### src/rtl/wkp_pkg.sv
package wkp_pkg;
   typedef enum logic [1:0] {
      WK_IDLE = 2'd0,
      WK_DOM1 = 2'd1,
      WK_REC  = 2'd2,
      WK_DOM2 = 2'd3
   } wk_state_e;
endpackage

### src/rtl/wkp_sync.sv
module wkp_sync #(
   parameter int STAGES = 2
) (
   input  logic clk,
   input  logic rst_n,
   input  logic d,
   output logic q
);
   logic [STAGES-1:0] sh;

   generate
      if (STAGES < 1) begin : g_bad_stages
         $error("wkp_sync: STAGES must be at least 1");
      end
      if (STAGES == 1) begin : g_single
         always_ff @(posedge clk or negedge rst_n) begin
            if (!rst_n) sh <= '0;
            else        sh <= d;
         end
      end else begin : g_chain
         always_ff @(posedge clk or negedge rst_n) begin
            if (!rst_n) sh <= '0;
            else        sh <= {sh[STAGES-2:0], d};
         end
      end
   endgenerate

   assign q = sh[STAGES-1];
endmodule

### src/rtl/wkp_seq.sv
module wkp_seq
   import wkp_pkg::*;
#(
   parameter int T_DOM = 4,
   parameter int T_REC = 3,
   parameter int T_TO  = 14,
   localparam int CNT_W = $clog2(T_TO + 2)
) (
   input  logic clk,
   input  logic rst_n,
   input  logic en,
   input  logic bus_dom,
   output logic hit
);
   localparam logic [CNT_W-1:0] TD_C  = CNT_W'(T_DOM);
   localparam logic [CNT_W-1:0] TR_C  = CNT_W'(T_REC);
   localparam logic [CNT_W-1:0] TO_C  = CNT_W'(T_TO);
   localparam logic [CNT_W-1:0] ONE_C = CNT_W'(1);

   wk_state_e        st, st_n;
   logic [CNT_W-1:0] pc, pc_n, tc, tc_n;
   logic             prev_dom, rise, abort;
   logic [CNT_W-1:0] pc_inc, tc_inc;

   assign rise   = bus_dom & ~prev_dom;
   assign pc_inc = pc + ONE_C;
   assign tc_inc = tc + ONE_C;

   always_comb begin
      st_n  = st;
      pc_n  = pc;
      tc_n  = tc;
      hit   = 1'b0;
      abort = 1'b0;
      if (!en) begin
         st_n = WK_IDLE;
         pc_n = '0;
         tc_n = '0;
      end else if (st == WK_IDLE) begin
         if (rise) begin
            st_n = WK_DOM1;
            pc_n = ONE_C;
            tc_n = ONE_C;
         end
      end else if (tc_inc > TO_C) begin
         abort = 1'b1;
      end else begin
         tc_n = tc_inc;
         unique case (st)
            WK_DOM1: begin
               if (bus_dom)          pc_n = pc_inc;
               else if (pc >= TD_C) begin
                  st_n = WK_REC;
                  pc_n = ONE_C;
               end else              abort = 1'b1;
            end
            WK_REC: begin
               if (!bus_dom)         pc_n = pc_inc;
               else if (pc >= TR_C) begin
                  if (ONE_C >= TD_C) begin
                     hit  = 1'b1;
                     st_n = WK_IDLE;
                  end else begin
                     st_n = WK_DOM2;
                     pc_n = ONE_C;
                  end
               end else              abort = 1'b1;
            end
            WK_DOM2: begin
               if (!bus_dom)             abort = 1'b1;
               else if (pc_inc >= TD_C) begin
                  hit  = 1'b1;
                  st_n = WK_IDLE;
               end else                  pc_n = pc_inc;
            end
            default: st_n = WK_IDLE;
         endcase
         if (hit) begin
            pc_n = '0;
            tc_n = '0;
         end
      end
      if (abort) begin
         if (rise) begin
            st_n = WK_DOM1;
            pc_n = ONE_C;
            tc_n = ONE_C;
         end else begin
            st_n = WK_IDLE;
            pc_n = '0;
            tc_n = '0;
         end
      end
   end

   always_ff @(posedge clk or negedge rst_n) begin
      if (!rst_n) begin
         st       <= WK_IDLE;
         pc       <= '0;
         tc       <= '0;
         prev_dom <= 1'b1;
      end else begin
         st       <= st_n;
         pc       <= pc_n;
         tc       <= tc_n;
         prev_dom <= bus_dom;
      end
   end

   a_r5_window_bound: assert property (@(posedge clk) disable iff (!rst_n)
      (st != WK_IDLE) |-> (tc <= TO_C));
   a_r2_rec_after_long_dom: assert property (@(posedge clk) disable iff (!rst_n)
      (st == WK_REC && $past(st) == WK_DOM1) |-> ($past(pc) >= TD_C));
   a_r3_dom2_after_long_rec: assert property (@(posedge clk) disable iff (!rst_n)
      (st == WK_DOM2 && $past(st) == WK_REC) |-> ($past(pc) >= TR_C));
endmodule

### src/rtl/wkp_flag.sv
module wkp_flag (
   input  logic clk,
   input  logic rst_n,
   input  logic set,
   input  logic clr,
   output logic flag
);
   always_ff @(posedge clk or negedge rst_n) begin
      if (!rst_n)   flag <= 1'b0;
      else if (set) flag <= 1'b1;
      else if (clr) flag <= 1'b0;
   end

   a_r8_sticky: assert property (@(posedge clk) disable iff (!rst_n)
      (flag && !clr) |=> flag);
   a_r8_clear: assert property (@(posedge clk) disable iff (!rst_n)
      (clr && !set) |=> !flag);
endmodule

### src/rtl/wkp_detector.sv
module wkp_detector #(
   parameter int T_DOM       = 50,
   parameter int T_REC       = 50,
   parameter int T_TO        = 10000,
   parameter int SYNC_STAGES = 2
) (
   input  logic clk,
   input  logic rst_n,
   input  logic det_en,
   input  logic bus_dom,
   input  logic wake_clr,
   output logic wake_flag,
   output logic rxd
);
   generate
      if (T_DOM < 1 || T_REC < 1) begin : g_bad_phase
         $error("wkp_detector: phase minimums must be at least 1");
      end
      if (T_TO < 2 * T_DOM + T_REC) begin : g_bad_window
         $error("wkp_detector: T_TO too short for any valid pattern");
      end
   endgenerate

   logic bus_s, hit;

   wkp_sync #(.STAGES(SYNC_STAGES)) u_sync (
      .clk(clk), .rst_n(rst_n), .d(bus_dom), .q(bus_s)
   );

   wkp_seq #(.T_DOM(T_DOM), .T_REC(T_REC), .T_TO(T_TO)) u_seq (
      .clk(clk), .rst_n(rst_n), .en(det_en), .bus_dom(bus_s), .hit(hit)
   );

   wkp_flag u_flag (
      .clk(clk), .rst_n(rst_n), .set(hit), .clr(wake_clr), .flag(wake_flag)
   );

   assign rxd = ~wake_flag;

   a_r7_set_needs_en: assert property (@(posedge clk) disable iff (!rst_n)
      $rose(wake_flag) |-> $past(det_en));
   a_r1_set_on_dom: assert property (@(posedge clk) disable iff (!rst_n)
      $rose(wake_flag) |-> $past(bus_s));
endmodule

### config.mk
export PLATFORM = sky130hd
export DESIGN_NAME = wkp_detector
export DESIGN_NICKNAME = d
export VERILOG_FILES = /design/src/rtl/wkp_pkg.sv /design/src/rtl/wkp_sync.sv /design/src/rtl/wkp_seq.sv /design/src/rtl/wkp_flag.sv /design/src/rtl/wkp_detector.sv
export SDC_FILE = /design/constraint.sdc
export NUM_CORES = 1
export LEC_CHECK = 0
export BUFFER_PORTS_ARGS = -buffer_cell sky130_fd_sc_hd__buf_2
export CORE_ASPECT_RATIO = 1.2
export CORE_MARGIN = 2
export CORE_UTILIZATION = 60
export DETAILED_ROUTE_END_ITERATION = 16
export GPL_TIMING_DRIVEN = 1
export MAX_ROUTING_LAYER = met4
export PLACE_DENSITY = 0.82
export SYNTH_ARGS = -nofsm -noshare
export SYNTH_HDL_FRONTEND = slang
export SYNTH_SLANG_ARGS = --single-unit
### constraint.sdc
create_clock -name clk -period 3 [get_ports clk]
set_input_delay 0.9 -clock clk [delete_from_list [all_inputs] [get_ports clk]]
set_output_delay 0.9 -clock clk [all_outputs]
set_load 0.02 [all_outputs]
Yosys cells after proc, flatten, opt, wreduce, memory -nomap -nowiden
Index checks and enable logic that the tools add are counted.
{ "classes": {"add_sub_neg": 2, "eq_ne": 14, "order_cmp": 3, "n_mul": 0, "shift": 0, "n_bitwise": 3, "div": 0, "n_mux": 50, "n_reduce_logical": 5} }
{ "ops": {"columns": ["operator", "n"], "rows": [
  ["$mux W14", 16],
  ["$pmux W14 S3", 1],
  ["$add A14 B1 Y14 const B", 2],
  ["$ge A14 B6 Y1 const B", 2],
  ["$mux W2", 11],
  ["$mux W1", 20],
  ["$ne A5 B2 Y1 const B", 3],
  ["$ne A5 B3 Y1 const B", 3],
  ["$gt A14 B14 Y1 const B", 1],
  ["$ne A4 B2 Y1 const B", 2],
  ["$reduce_and A8 Y1", 1],
  ["$ne A7 B1 Y1 const B", 1],
  ["$ne A6 B3 Y1 const B", 1],
  ["$ne A6 B4 Y1 const B", 1],
  ["$pmux W2 S3", 1],
  ["$reduce_and A5 Y1", 1],
  ["$eq A2 B2 Y1 const B", 2],
  ["$pmux W1 S3", 1],
  ["$eq A2 B1 Y1 const B", 1],
  ["$logic_not A2 Y1", 1],
  ["$not A1 Y1", 2],
  ["$reduce_and A2 Y1", 1],
  ["$reduce_bool A2 Y1", 1],
  ["$and A1 B1 Y1", 1]
]} }
{ "totals": {"memories": 0, "rom_bits": 0, "wordCells": 83, "ram_bits": 0, "latchBits": 0, "input_bits": 5, "regBits": 34, "output_inout_bits": 2} }

Depth between registers and ports, before layout
Gate-level depths: netlist (run 1).
{ "depth": {"word_depth": 13, "depth_mapped": 12, "depth_no_buf": 10} }

Hierarchy
Synthesis (run 1) repeated with hierarchy kept, for this count alone.
{ "unflattened": {"hier_cells": 323, "hier_area_um2": 2703.8} }
{ "modules_own_cells": {"columns": ["module", "area_each_um2", "instances", "cells_each", "seq_area_each_um2"], "rows": [
  ["wkp_seq", 2613.8, 1, 317, 777.0],
  ["wkp_sync", 50.0, 1, 2, 50.0],
  ["wkp_flag", 36.3, 1, 3, 25.0],
  ["wkp_detector", 3.8, 1, 1, 0.0]
]} }

Least setup slack after synthesis (run 1)
No wires, ideal clock.
{ "synth_timing": {"path_kind": "reg2reg", "from": "reg u_seq.pc[0]", "to": "reg u_seq.pc[6]", "t_arrival_ns": 2.537, "setup_time_ns": 0.132, "synth_period_minus_slack_ns": 2.669, "path_stages_with_launch": 12, "setup_slack_ns": 0.331, "path_buffers": 2, "cell_sequence": "dfrtp_1 -> inv_1 -> ha_1 -> or4_4 -> a2111oi_4 -> a21oi_2 -> o21ai_4 -> nor2b_2 -> buf_6 -> buf_4 -> a32oi_1 -> o41ai_2"} }
{ "synth_between": {"elab_chain_cells": 13, "elab_cells_between_ends": 33, "classes_between": "add/sub (1); order compare (2); eq/ne (5); mux (24); reduce/logical (1)"} }
{ "synth_lines": {"columns": ["item", "line", "text"], "rows": [
  ["from (decl)", "wkp_seq.sv:21", "logic [CNT_W-1:0] pc, pc_n, tc, tc_n;"],
  ["from (signal assigned)", "wkp_seq.sv:104", "pc <= pc_n;"],
  ["$add A14 B1 Y14", "wkp_seq.sv:26", "assign pc_inc = pc + ONE_C;"],
  ["$ge A14 B6 Y1", "wkp_seq.sv:71", "else if (pc_inc >= TD_C) begin"],
  ["$mux W1", "wkp_seq.sv:71", null],
  ["$mux W1", "wkp_seq.sv:70", "if (!bus_dom) abort = 1'b1;"],
  ["$mux W1", "wkp_seq.sv:49", "unique case (st)"],
  ["$mux W1", "wkp_seq.sv:45", "end else if (tc_inc > TO_C) begin"],
  ["$mux W1", "wkp_seq.sv:39", "end else if (st == WK_IDLE) begin"],
  ["$mux W1", "wkp_seq.sv:35", "if (!en) begin"],
  ["$mux W14", "wkp_seq.sv:78", "if (hit) begin"],
  ["$mux W14", "wkp_seq.sv:45", null],
  ["$mux W14", "wkp_seq.sv:39", null],
  ["$mux W14", "wkp_seq.sv:35", null],
  ["$mux W14", "wkp_seq.sv:83", "if (abort) begin"]
]} }
Parallel ways exist; a longest one is shown, timed or not. The select of a mux whose other input is x is not followed.
A chain may end at the register's enable or synchronous reset.

Worst setup path after layout (run 1)
{ "layout_timing": {"from": "reg u_seq.tc[1]", "to": "reg u_seq.pc[13]"} }
{ "layout_between": {"elab_chain_cells": 7, "elab_cells_between_ends": 12, "classes_between": "add/sub (1); order compare (1); eq/ne (5); mux (4); reduce/logical (1)"} }
{ "layout_lines": {"columns": ["item", "line", "text"], "rows": [
  ["from (decl)", "wkp_seq.sv:21", null],
  ["from (signal assigned)", "wkp_seq.sv:105", "tc <= tc_n;"],
  ["$add A14 B1 Y14 (*)", "wkp_seq.sv:27", "assign tc_inc = tc + ONE_C;"],
  ["$gt A14 B14 Y1 (*)", "wkp_seq.sv:45", null],
  ["$mux W1", "wkp_seq.sv:45", null],
  ["$mux W1", "wkp_seq.sv:39", null],
  ["$mux W1", "wkp_seq.sv:35", null],
  ["$ne A7 B1 Y1 (no source line), or another cell as far along", null, null],
  ["$reduce_and A5 Y1 (no source line)", null, null]
]} }
Every way passes the cells marked *; elsewhere a longest branch is shown, timed or not.

==> metrics.yaml, run 1 <==
status: "finished clean"
gp_congestion: 0.9511
synth_xor_area_frac: 0.04058
clock_latency_ns: 0.29
arrival_ns: 3.03
grt_pass1_wl_um: 11860
clock-sinks: 34
core-area_um2: 4527
p_leak_nw: 1.300
wl_um: 6850
use_met1: 0.3586
cts_tree: "built"
dp_hpwl_um: 4881
clockRootBuffer: "clkbuf_8"
synth_mux_area_frac: 0.01623
use_met2: 0.4850
vias: 2546
met3_usage: 0.04155
cts_max_level: 2
critPathCaptureType: "register"
synth.avg_cell_area_um2: 8.838
die_area_um2: 5188
powerDensity_nw_per_um2: 630.3
fp-row-count: 27
synth_top_area_share: 0.2976
drc_errors: 0
grt_use_total: 0.2954
max_slew_margin: 0.4789
synth_cell_types: 69
syn_to_final_growth_pct: 9.558
path_clk_slew_ns: 0.07
ys_ff_latch: 34
start_util: 0.6130
synth_area_um2: 2775
io_pins: 7
peakVddDrop_uv: 559.5
hp-class: "register to register"
hold_slack_ns: 0.3644
yosysWarnings: 0
synth_fa_ha_area_frac: 0.04959
firstDrtPassIters: 5
synth_compound_area_frac: 0.2574
worst_pin_slew_ns: 0.7817
required_ns: 3.18
die_x_um: 66.09
synth_top_cells_by_count: "37 x nand2_1, 33 x dfrtp_1, 22 x nor2_1"
synth_cells: 314
fin_crit_sh: 0.9483
wire_per_inst_um: 17.89
grt_pass1_vias: 2557
ys_async_sr_fraction: 1.000
cts_buffers: 5
clock_skew_ns: 0.01371
die_h_um: 78.50
ys.flop_type: "dfrtp_1"
max-cap-violations: 0
portBuffers: 6
crit_fanout: 17
critPathLaunchType: "register"
top_usage_layer: "met2"
grt_antenna_before_repair: 0
nets: 340
finalCoreUtilization: 0.6716
diodes: 0
synth_top_family_by_area: "simple AND/OR/NAND/NOR gates"
synth-simple-area-share: 0.2601
max_clock_freq_mhz: 351.5
drv_slew: 0
setup_viol: 0
cts_buffer_depth: 2
period_minus_slack_ns: 2.845
ant_nets: 0
drive_gt1_frac: 0.2000
synth_edf_count: 0
cts_setup_buffers: 0
grt_overflow: 0
routed_via_density: 6.648
synth_top_cell_by_area: "dfrtp_1"
syn_nets: 330
synth_most_common_cell: "nand2_1"
ys_seq_area_frac: 0.3070
synth.area.top_cells: "dfrtp_1 30%, nand2_1 5.0%, ha_1 5.0%, nor2_1 3.0%, nand3_1 2.7%"
grt_max_degree: 35
drt_iter0_drc: 228
critPathKind: "register to register"
finalHoldViolations: 0
[layout make-up]
| cell class | count | area, µm² |
|---|---|---|
| Multi-Input combinational cell | 242 | 1757 |
| Fill cell | 374 | 1486 |
| Sequential cell | 34 | 854.6 |
| Timing Repair Buffer | 27 | 212.7 |
| Clock buffer | 7 | 86.33 |
| Tap cell | 58 | 72.57 |
| Inverter | 14 | 52.55 |
| Clock inverter | 1 | 5.005 |
[metrics by stage]
| step | instance area [µm²] | worst slack, ns | setup TNS, ns | cells | total power [mW] |
|---|---|---|---|---|---|
| floorplan | 2775 | 0.3310 | 0 | 314 | 1.255 |
| global placement | 2922 | 0.2453 | 0 | 375 | 1.489 |
| detailed placement | 2922 | 0.1592 | 0 | 375 | 1.523 |
| CTS | 3013 | 0.1257 | 0 | 383 | 1.882 |
| global route | 3040 | -0.01319 | -0.01319 | 383 | 2.023 |
| finish | 3040 | 0.1552 | 0 | 383 | 1.916 |
[sequential cells by signal, indices dropped and copies added (netlist names)]
| signal | count |
|---|---|
| u_sync.sh | 2 |
| u_seq.prev_dom | 1 |
| u_flag.flag | 1 |
| u_seq.st | 2 |
| u_seq.pc | 14 |
| u_seq.tc | 14 |
[path summary, 6_finish.rpt]
path	startpoint	endpoint	slack [ns]	depth (start not counted)
worst max-delay path	u_seq.tc[1]	u_seq.pc[13]	0.16	9
worst min-delay path	u_sync.sh[0]	u_sync.sh[1]	0.36	0
worst max register to register	u_seq.tc[1]	u_seq.pc[13]	0.16	9
worst min register to register	u_sync.sh[0]	u_sync.sh[1]	0.36	0
max in group asynchronous	rst_n	u_seq.tc[0]	1.75	1
min in group asynchronous	rst_n	u_seq.tc[6]	0.68	1
[kinds of logic after synthesis]
kind of cell	after synthesis
and+or+nand+nor	129
AOI/OAI and AO/OA	86
xor gates and xnor gates	12
adders and majority gates	11
muxes	4
DFF	34
buffers and inverters	38
[per-layer routing]
layer	share of wire	vias to the layer above
li1	-	1188
met1	0.41	1218
met2	0.51	107
met3	0.051	33
met4	0.036	0
met5	0	-
[repair_timing]
action / in CTS / in global routing
setup endpoints to repair: 0 / 14
hold buffers: 0 / 0
resized for setup: 0 / 8
[where the power goes]
part | switching, mW | internal [mW] | leakage, nW
Clock | 0.178 | 0.185 | 0.0482
Combinational | 0.594 | 0.397 | 0.793
Sequential | 0.0626 | 0.499 | 0.459
Total | 0.835 | 1.08 | 1.30
[cells in the final DEF, fill, tap and decap left out, drive strengths merged, types with 4 or more instances in the layout]
master | synthesis | layout
ha | 11 | 11
nor3 | 8 | 8
and2 | 4 | 4
dfrtp | 33 | 33
or3 | 4 | 4
o211ai | 8 | 8
and3 | 6 | 6
o41ai | 4 | 4
xor2 | 4 | 4
o31ai | 5 | 5
a31oi | 5 | 5
a21oi | 11 | 11
clkbuf | 6 | 7
or4 | 4 | 4
o21ai | 14 | 14
nor2 | 22 | 22
nand4 | 7 | 7
nand2 | 37 | 37
buf | 18 | 27
nand3 | 15 | 15
inv | 14 | 14
a32oi | 5 | 5
xnor2 | 8 | 8
mux2 | 4 | 4
a22o | 6 | 6
[critical path: stages (launching register included)]
cell and delay, ns:
dfrtp_1 0.42, ha_2 0.26, nand3_1 0.14, or4_1 0.46
nand3_1 0.24, a211oi_1 0.09, or3_1 0.35, buf_4 0.21
nand4bb_4 0.29, o31ai_1 0.27
No activity file was read; power rests on OpenSTA's default activity.
==> run 2, diff against run 1 <==
==> constraint.sdc (replaced) <==
create_clock -name clk -period 3 [get_ports clk]
set_input_delay 0 -clock clk [delete_from_list [all_inputs] [get_ports clk]]
set_output_delay 0 -clock clk [all_outputs]
set_load 0.02 [all_outputs]
==> run 2 against run 1 <==
  * Worst hold slack worse by 0.25 ns
  * Routed wire length down 2.8%
  * Critical path depth unchanged
  * Clock power about the same
  * Combinational power down 1%
  * Final area up 0.58%
  * Count of clock-buffer cells in the layout unchanged
  * Register-to-register slack about the same
  * Utilization up 0.39 points
  * Fmax up 0.35%
  * Setup slack better by 0.0099 ns
  * Total power down 0.82%
  * Highest routed layer unchanged
==> metrics.yaml, run 2 (synthesized netlist as in run 1, its figures left out) <==
path_clk_slew_ns: 0.08
wl_um: 6657
gp_congestion: 0.9337
power.internal_mw: 1.080
drt_iter0_drc: 207
vias: 2544
required_ns: 3.16
cts_buffer_depth: 2
drive_gt1_frac: 0.1951
grt_pass1_wl_um: 11610
period_minus_slack_ns: 2.835
combPwrFrac: 0.516
power.total_mw: 1.901
setup_ws_ns: 0.1651
grt_overflow: 0
worst_pin_slew_ns: 0.7810
routed_via_density: 6.591
syn_to_final_growth_pct: 10.19
finalHoldViolations: 0
die_h_um: 78.50
grt_use_total: 0.2942
grt_max_degree: 35
rr_startpoint: "u_seq.pc[1]"
timing.rr.end: "u_seq.tc[3]"
grt_pass1_vias: 2494
cts_setup_buffers: 0
dp_hpwl_um: 4666
cts_tree: "built"
start_util: 0.6130
max_clock_freq_mhz: 352.7
reg_top3: "u_seq.pc (14), u_seq.tc (14)"
drv_slew: 0
setup_viol: 0
grt_antenna_before_repair: 0
firstDrtPassIters: 4
p_switching_mw: 0.8211
p_leak_nw: 1.311
nets: 343
min_to: "u_seq.tc[0]"
hold_path_depth: 3
critPathKind: "register to register"
dpl_worst_slack_ns: 0.1685
diodes: 0
clock_latency_ns: 0.30
ff2ff_path_depth: 9
mostFrequentLayoutCells: "37 x nand2_1, 33 x dfrtp_1, 20 x nor2_1, 20 x buf_4"
clock_skew_ns: 0.01489
wire_per_inst_um: 17.25
min_from: "det_en"
clockPowerShare: 0.192
clockRootBuffer: "clkbuf_8"
reg2reg_slack_ns: 0.17
ant_nets: 0
clock-sinks: 34
max-cap-violations: 0
critPathLaunchType: "register"
sw_frac_of_total: 0.4320
finalCoreUtilization: 0.6755
max_slew_margin: 0.4793
portBuffers: 6
peakVddDrop_uv: 622.7
cts_max_level: 2
die_x_um: 66.09
drc_errors: 0
io_pins: 7
critPathCaptureType: "register"
status: "finished clean"
powerDensity_nw_per_um2: 621.5
p_seq_frac: 0.293
die_area_um2: 5188
fin_crit_sh: 0.9450
final_common_cell: "nand2_1"
arrival_ns: 3.00
core-area_um2: 4527
cts_buffers: 5
crit_fanout: 8
fp-row-count: 27
hp-class: "input port to register"
[run 2: worst max-delay path: stages, from the launching register on]
cell and delay (ns):
dfrtp_1 0.48, ha_1 0.35, nand2b_1 0.09, o31a_1 0.25, o32a_1 0.17, a31o_2 0.27
o311ai_4 0.27, nor2b_4 0.21, nand2_1 0.22, o311ai_0 0.38
[run 2: how the worst max path moves through the flow]
| stage | from | end |
|---|---|---|
| after floorplan | u_seq.pc[0] | u_seq.pc[6] |
| after global placement | u_seq.pc[4] | u_seq.pc[7] |
| after detailed placement | u_seq.pc[1] | u_seq.tc[12] |
| after CTS | u_seq.pc[4] | u_seq.pc[8] |
| after global routing | u_seq.pc[1] | u_seq.tc[13] |
| final | u_seq.pc[1] | u_seq.tc[3] |
[run 2: layout make-up]
cell class                      count  area [µm²]
Multi-Input combinational cell    242        1759
Fill cell                         382        1469
Sequential cell                    34       852.1
Timing Repair Buffer               30       230.2
Clock buffer                        7       86.33
Tap cell                           58       72.57
Inverter                           14       52.55
Clock inverter                      1       5.005
[run 2: repair_timing]
action	4_1_cts	5_1_grt
gates resized for setup	0	7
hold endpoints to repair	35	0
setup endpoints to repair	0	15
hold buffers	3	0
[run 2: metal layers]
metal	track usage	wire length, µm	vias up
li1	-	-	1200
met4	0.1245	189	0
met2	0.4750	3437	81
met1	0.3587	2773	1243
met5	-	0	-
met3	0.05444	256	20
[run 2: stage by stage]
stage	hold WS (ns)	TNS, ns	instances	cell area [µm²]
floorplan	-0.2956	0	314	2775
global placement	0.1111	0	375	2909
detailed placement	0.1141	0	375	2909
CTS	0.09888	0	386	3030
global route	0.1090	-0.003576	386	3058
finish	0.1111	0	386	3058
[run 2: power by group through the flow]
stage,clock (mW),sequential (mW),combinational (mW)
after floorplan,0,0.552,0.703
after global placement,0,0.555,0.927
after detailed placement,0,0.559,0.951
after CTS,0.366,0.552,0.963
after global routing,0.386,0.563,1.07
final,0.364,0.556,0.980
==> run 3, diff against run 2 <==
--- a/config.mk
+++ b/config.mk
@@ -13,6 +13,7 @@
 export GPL_TIMING_DRIVEN = 1
 export MAX_ROUTING_LAYER = met4
 export PLACE_DENSITY = 0.82
+export SETUP_SLACK_MARGIN = 0.3
 export SYNTH_ARGS = -nofsm -noshare
 export SYNTH_HDL_FRONTEND = slang
 export SYNTH_SLANG_ARGS = --single-unit
==> run 3 against run 2 <==
  * Critical path depth unchanged
  * Setup slack worse by 0.048 ns
  * Clock power barely moved
  * Worst hold slack gained 0.017 ns
  * Via count up 6.9%
  * Clock skew decreased by 0.0011 ns
  * Final area grew 12%
  * Sequential cell count unchanged
  * Routed wire length increased by 19%
  * Register-to-register slack worse by 0.05 ns
  * Cell count increased by 4.7%
  * Largest power group unchanged
  * Highest routed layer unchanged
==> metrics.yaml, run 3 (synthesized netlist as in run 1, its figures left out) <==
placed_cell_area_um2: 2909
final_cell_area_um2: 3418
grt_use_total: 0.3044
period_minus_slack_ns: 2.883
wl_um: 7925
crit_fanout: 7
powerDensity_nw_per_um2: 639.6
hp-class: "input port to register"
gp_congestion: 0.9337
vias: 2719
core-area_um2: 4527
critPathSlowestCell: "a2111oi_4"
max_clock_freq_mhz: 346.8
max-cap-violations: 0
drt_iter0_drc: 380
final_common_cell: "nand2_1"
regArea_um2: 859.6
clockRootBuffer: "clkbuf_8"
arrival_ns: 3.11
cts_buffer_depth: 2
portBuffers: 6
status: "finished clean"
clock_latency_ns: 0.30
grt_overflow: 0
drc_errors: 0
nets: 361
peakVddDrop_uv: 669.9
fp-row-count: 27
routed_via_density: 6.730
cts_buffers: 5
diodes: 0
ant_nets: 0
wire_per_inst_um: 19.62
reg2reg_slack_ns: 0.12
path_clk_slew_ns: 0.08
critPathCaptureType: "register"
die_area_um2: 5188
syn_to_final_growth_pct: 23.17
p_leak_nw: 1.465
die_h_um: 78.50
finalHoldViolations: 0
n_fill_cell: 290
setup-tns-final_ns: 0
drive_gt1_frac: 0.3237
required_ns: 3.22
io_pins: 7
grt_pass1_wl_um: 12080
setup_viol: 0
worst_pin_slew_ns: 0.8094
max_stage_delay_ns: 0.52
cp_num_buf_inv: 0
firstDrtPassIters: 4
start_util: 0.6130
mostFrequentLayoutCells: "35 x nand2_1, 31 x buf_4, 27 x dfrtp_1, 18 x nor2_1, 13 x inv_1"
max_slew_margin: 0.4604
grt_pass1_vias: 2535
die_x_um: 66.09
dp_hpwl_um: 4666
grt_setup_unrepaired: "true"
cp_top_family: "compound AO/OA/AOI/OAI gates"
critPathKind: "register to register"
drv_slew: 0
critPathLaunchType: "register"
cts_tree: "built"
multiInputGateArea_um2: 1939
grt_max_degree: 35
grt_antenna_before_repair: 0
clock-sinks: 34
clock_skew_ns: 0.01376
crit_chain: "ha_4 -> or4_4 -> a2111oi_4 -> a21oi_2 -> o21ai_4 -> a211oi_4 -> o41a_1 -> a21oi_2 -> mux2_1"
reg_top3: "u_seq.pc (14), u_seq.tc (14)"
cp_common_cell: "a21oi_2"
cts_max_level: 2
fin_crit_sh: 0.9611
run 3: report_power, final:
part	leakage, nW	switching (mW)	internal, mW
clock network	0.0482	0.177	0.185
logic	0.965	0.718	0.536
registers	0.452	0.0695	0.500
total	1.46	0.965	1.22
run 3: per-stage QoR:
stage | std cells | util | setup WS, ns | power, mW | hold slack [ns]
2_1_floorplan | 314 | - | 0.3310 | 1.255 | -0.2956
3_3_place_gp | 375 | 0.6426 | 0.2029 | 1.482 | 0.1111
3_5_place_dp | 375 | 0.6426 | 0.1685 | 1.510 | 0.1141
4_1_cts | 390 | 0.6915 | 0.3016 | 1.956 | 0.09522
5_1_grt | 404 | 0.7551 | 0.05756 | 2.296 | 0.1288
6_report | 404 | 0.7551 | 0.1167 | 2.186 | 0.1279
run 3: path summary, 6_finish.rpt:
| path | cells past startpoint | startpoint | endpoint |
|---|---|---|---|
| max | 9 | u_seq.pc[1] | u_seq.st[0] |
| min | 3 | det_en | u_seq.tc[0] |
| max reg2reg | 9 | u_seq.pc[1] | u_seq.st[0] |
| min reg2reg | 0 | u_sync.sh[0] | u_sync.sh[1] |
| max in group asynchronous | 2 | rst_n | u_seq.tc[4] |
| min in group asynchronous | 2 | rst_n | u_seq.tc[6] |
run 3: worst register-to-register path, delay by kind of cell, from the launching register on:
kind / cells / cell delay (ns)
AO/OA/AOI/OAI: 6 / 1.58
adder cells (fa/ha/maj): 1 / 0.18
AND/OR/NAND/NOR: 1 / 0.43
flip-flops: 1 / 0.48
multiplexers: 1 / 0.14
run 3: layer usage:
layer / part of all wire / vias up / track usage / routed length, µm
li1: - / 1238 / - / -
met1: 0.38 / 1335 / 0.3848 / 3034
met2: 0.54 / 118 / 0.5100 / 4284
met3: 0.047 / 28 / 0.03868 / 373
met4: 0.029 / 0 / 0.08571 / 233
met5: 0 / - / - / 0
run 3: final cells by class:
| type | instances | area share |
|---|---|---|
| clock buffer | 7 | 0.02526 |
| tap | 58 | 0.02123 |
| timing repair buffer | 48 | 0.1171 |
| clock inverter | 1 | 0.001464 |
| multi-input combinational | 242 | 0.5673 |
| inverter | 14 | 0.01611 |
| sequential | 34 | 0.2515 |
run 3: what timing repair did:
| action | CTS | global route |
|---|---|---|
| hold endpoints to repair | 35 | 0 |
| buffers inserted | 3 | 14 |
| pin swaps | 5 | 20 |
| gates cloned | 1 | 0 |
| setup endpoints to repair | 22 | 24 |
| hold buffers | 3 | 0 |
| resized for setup | 17 | 39 |
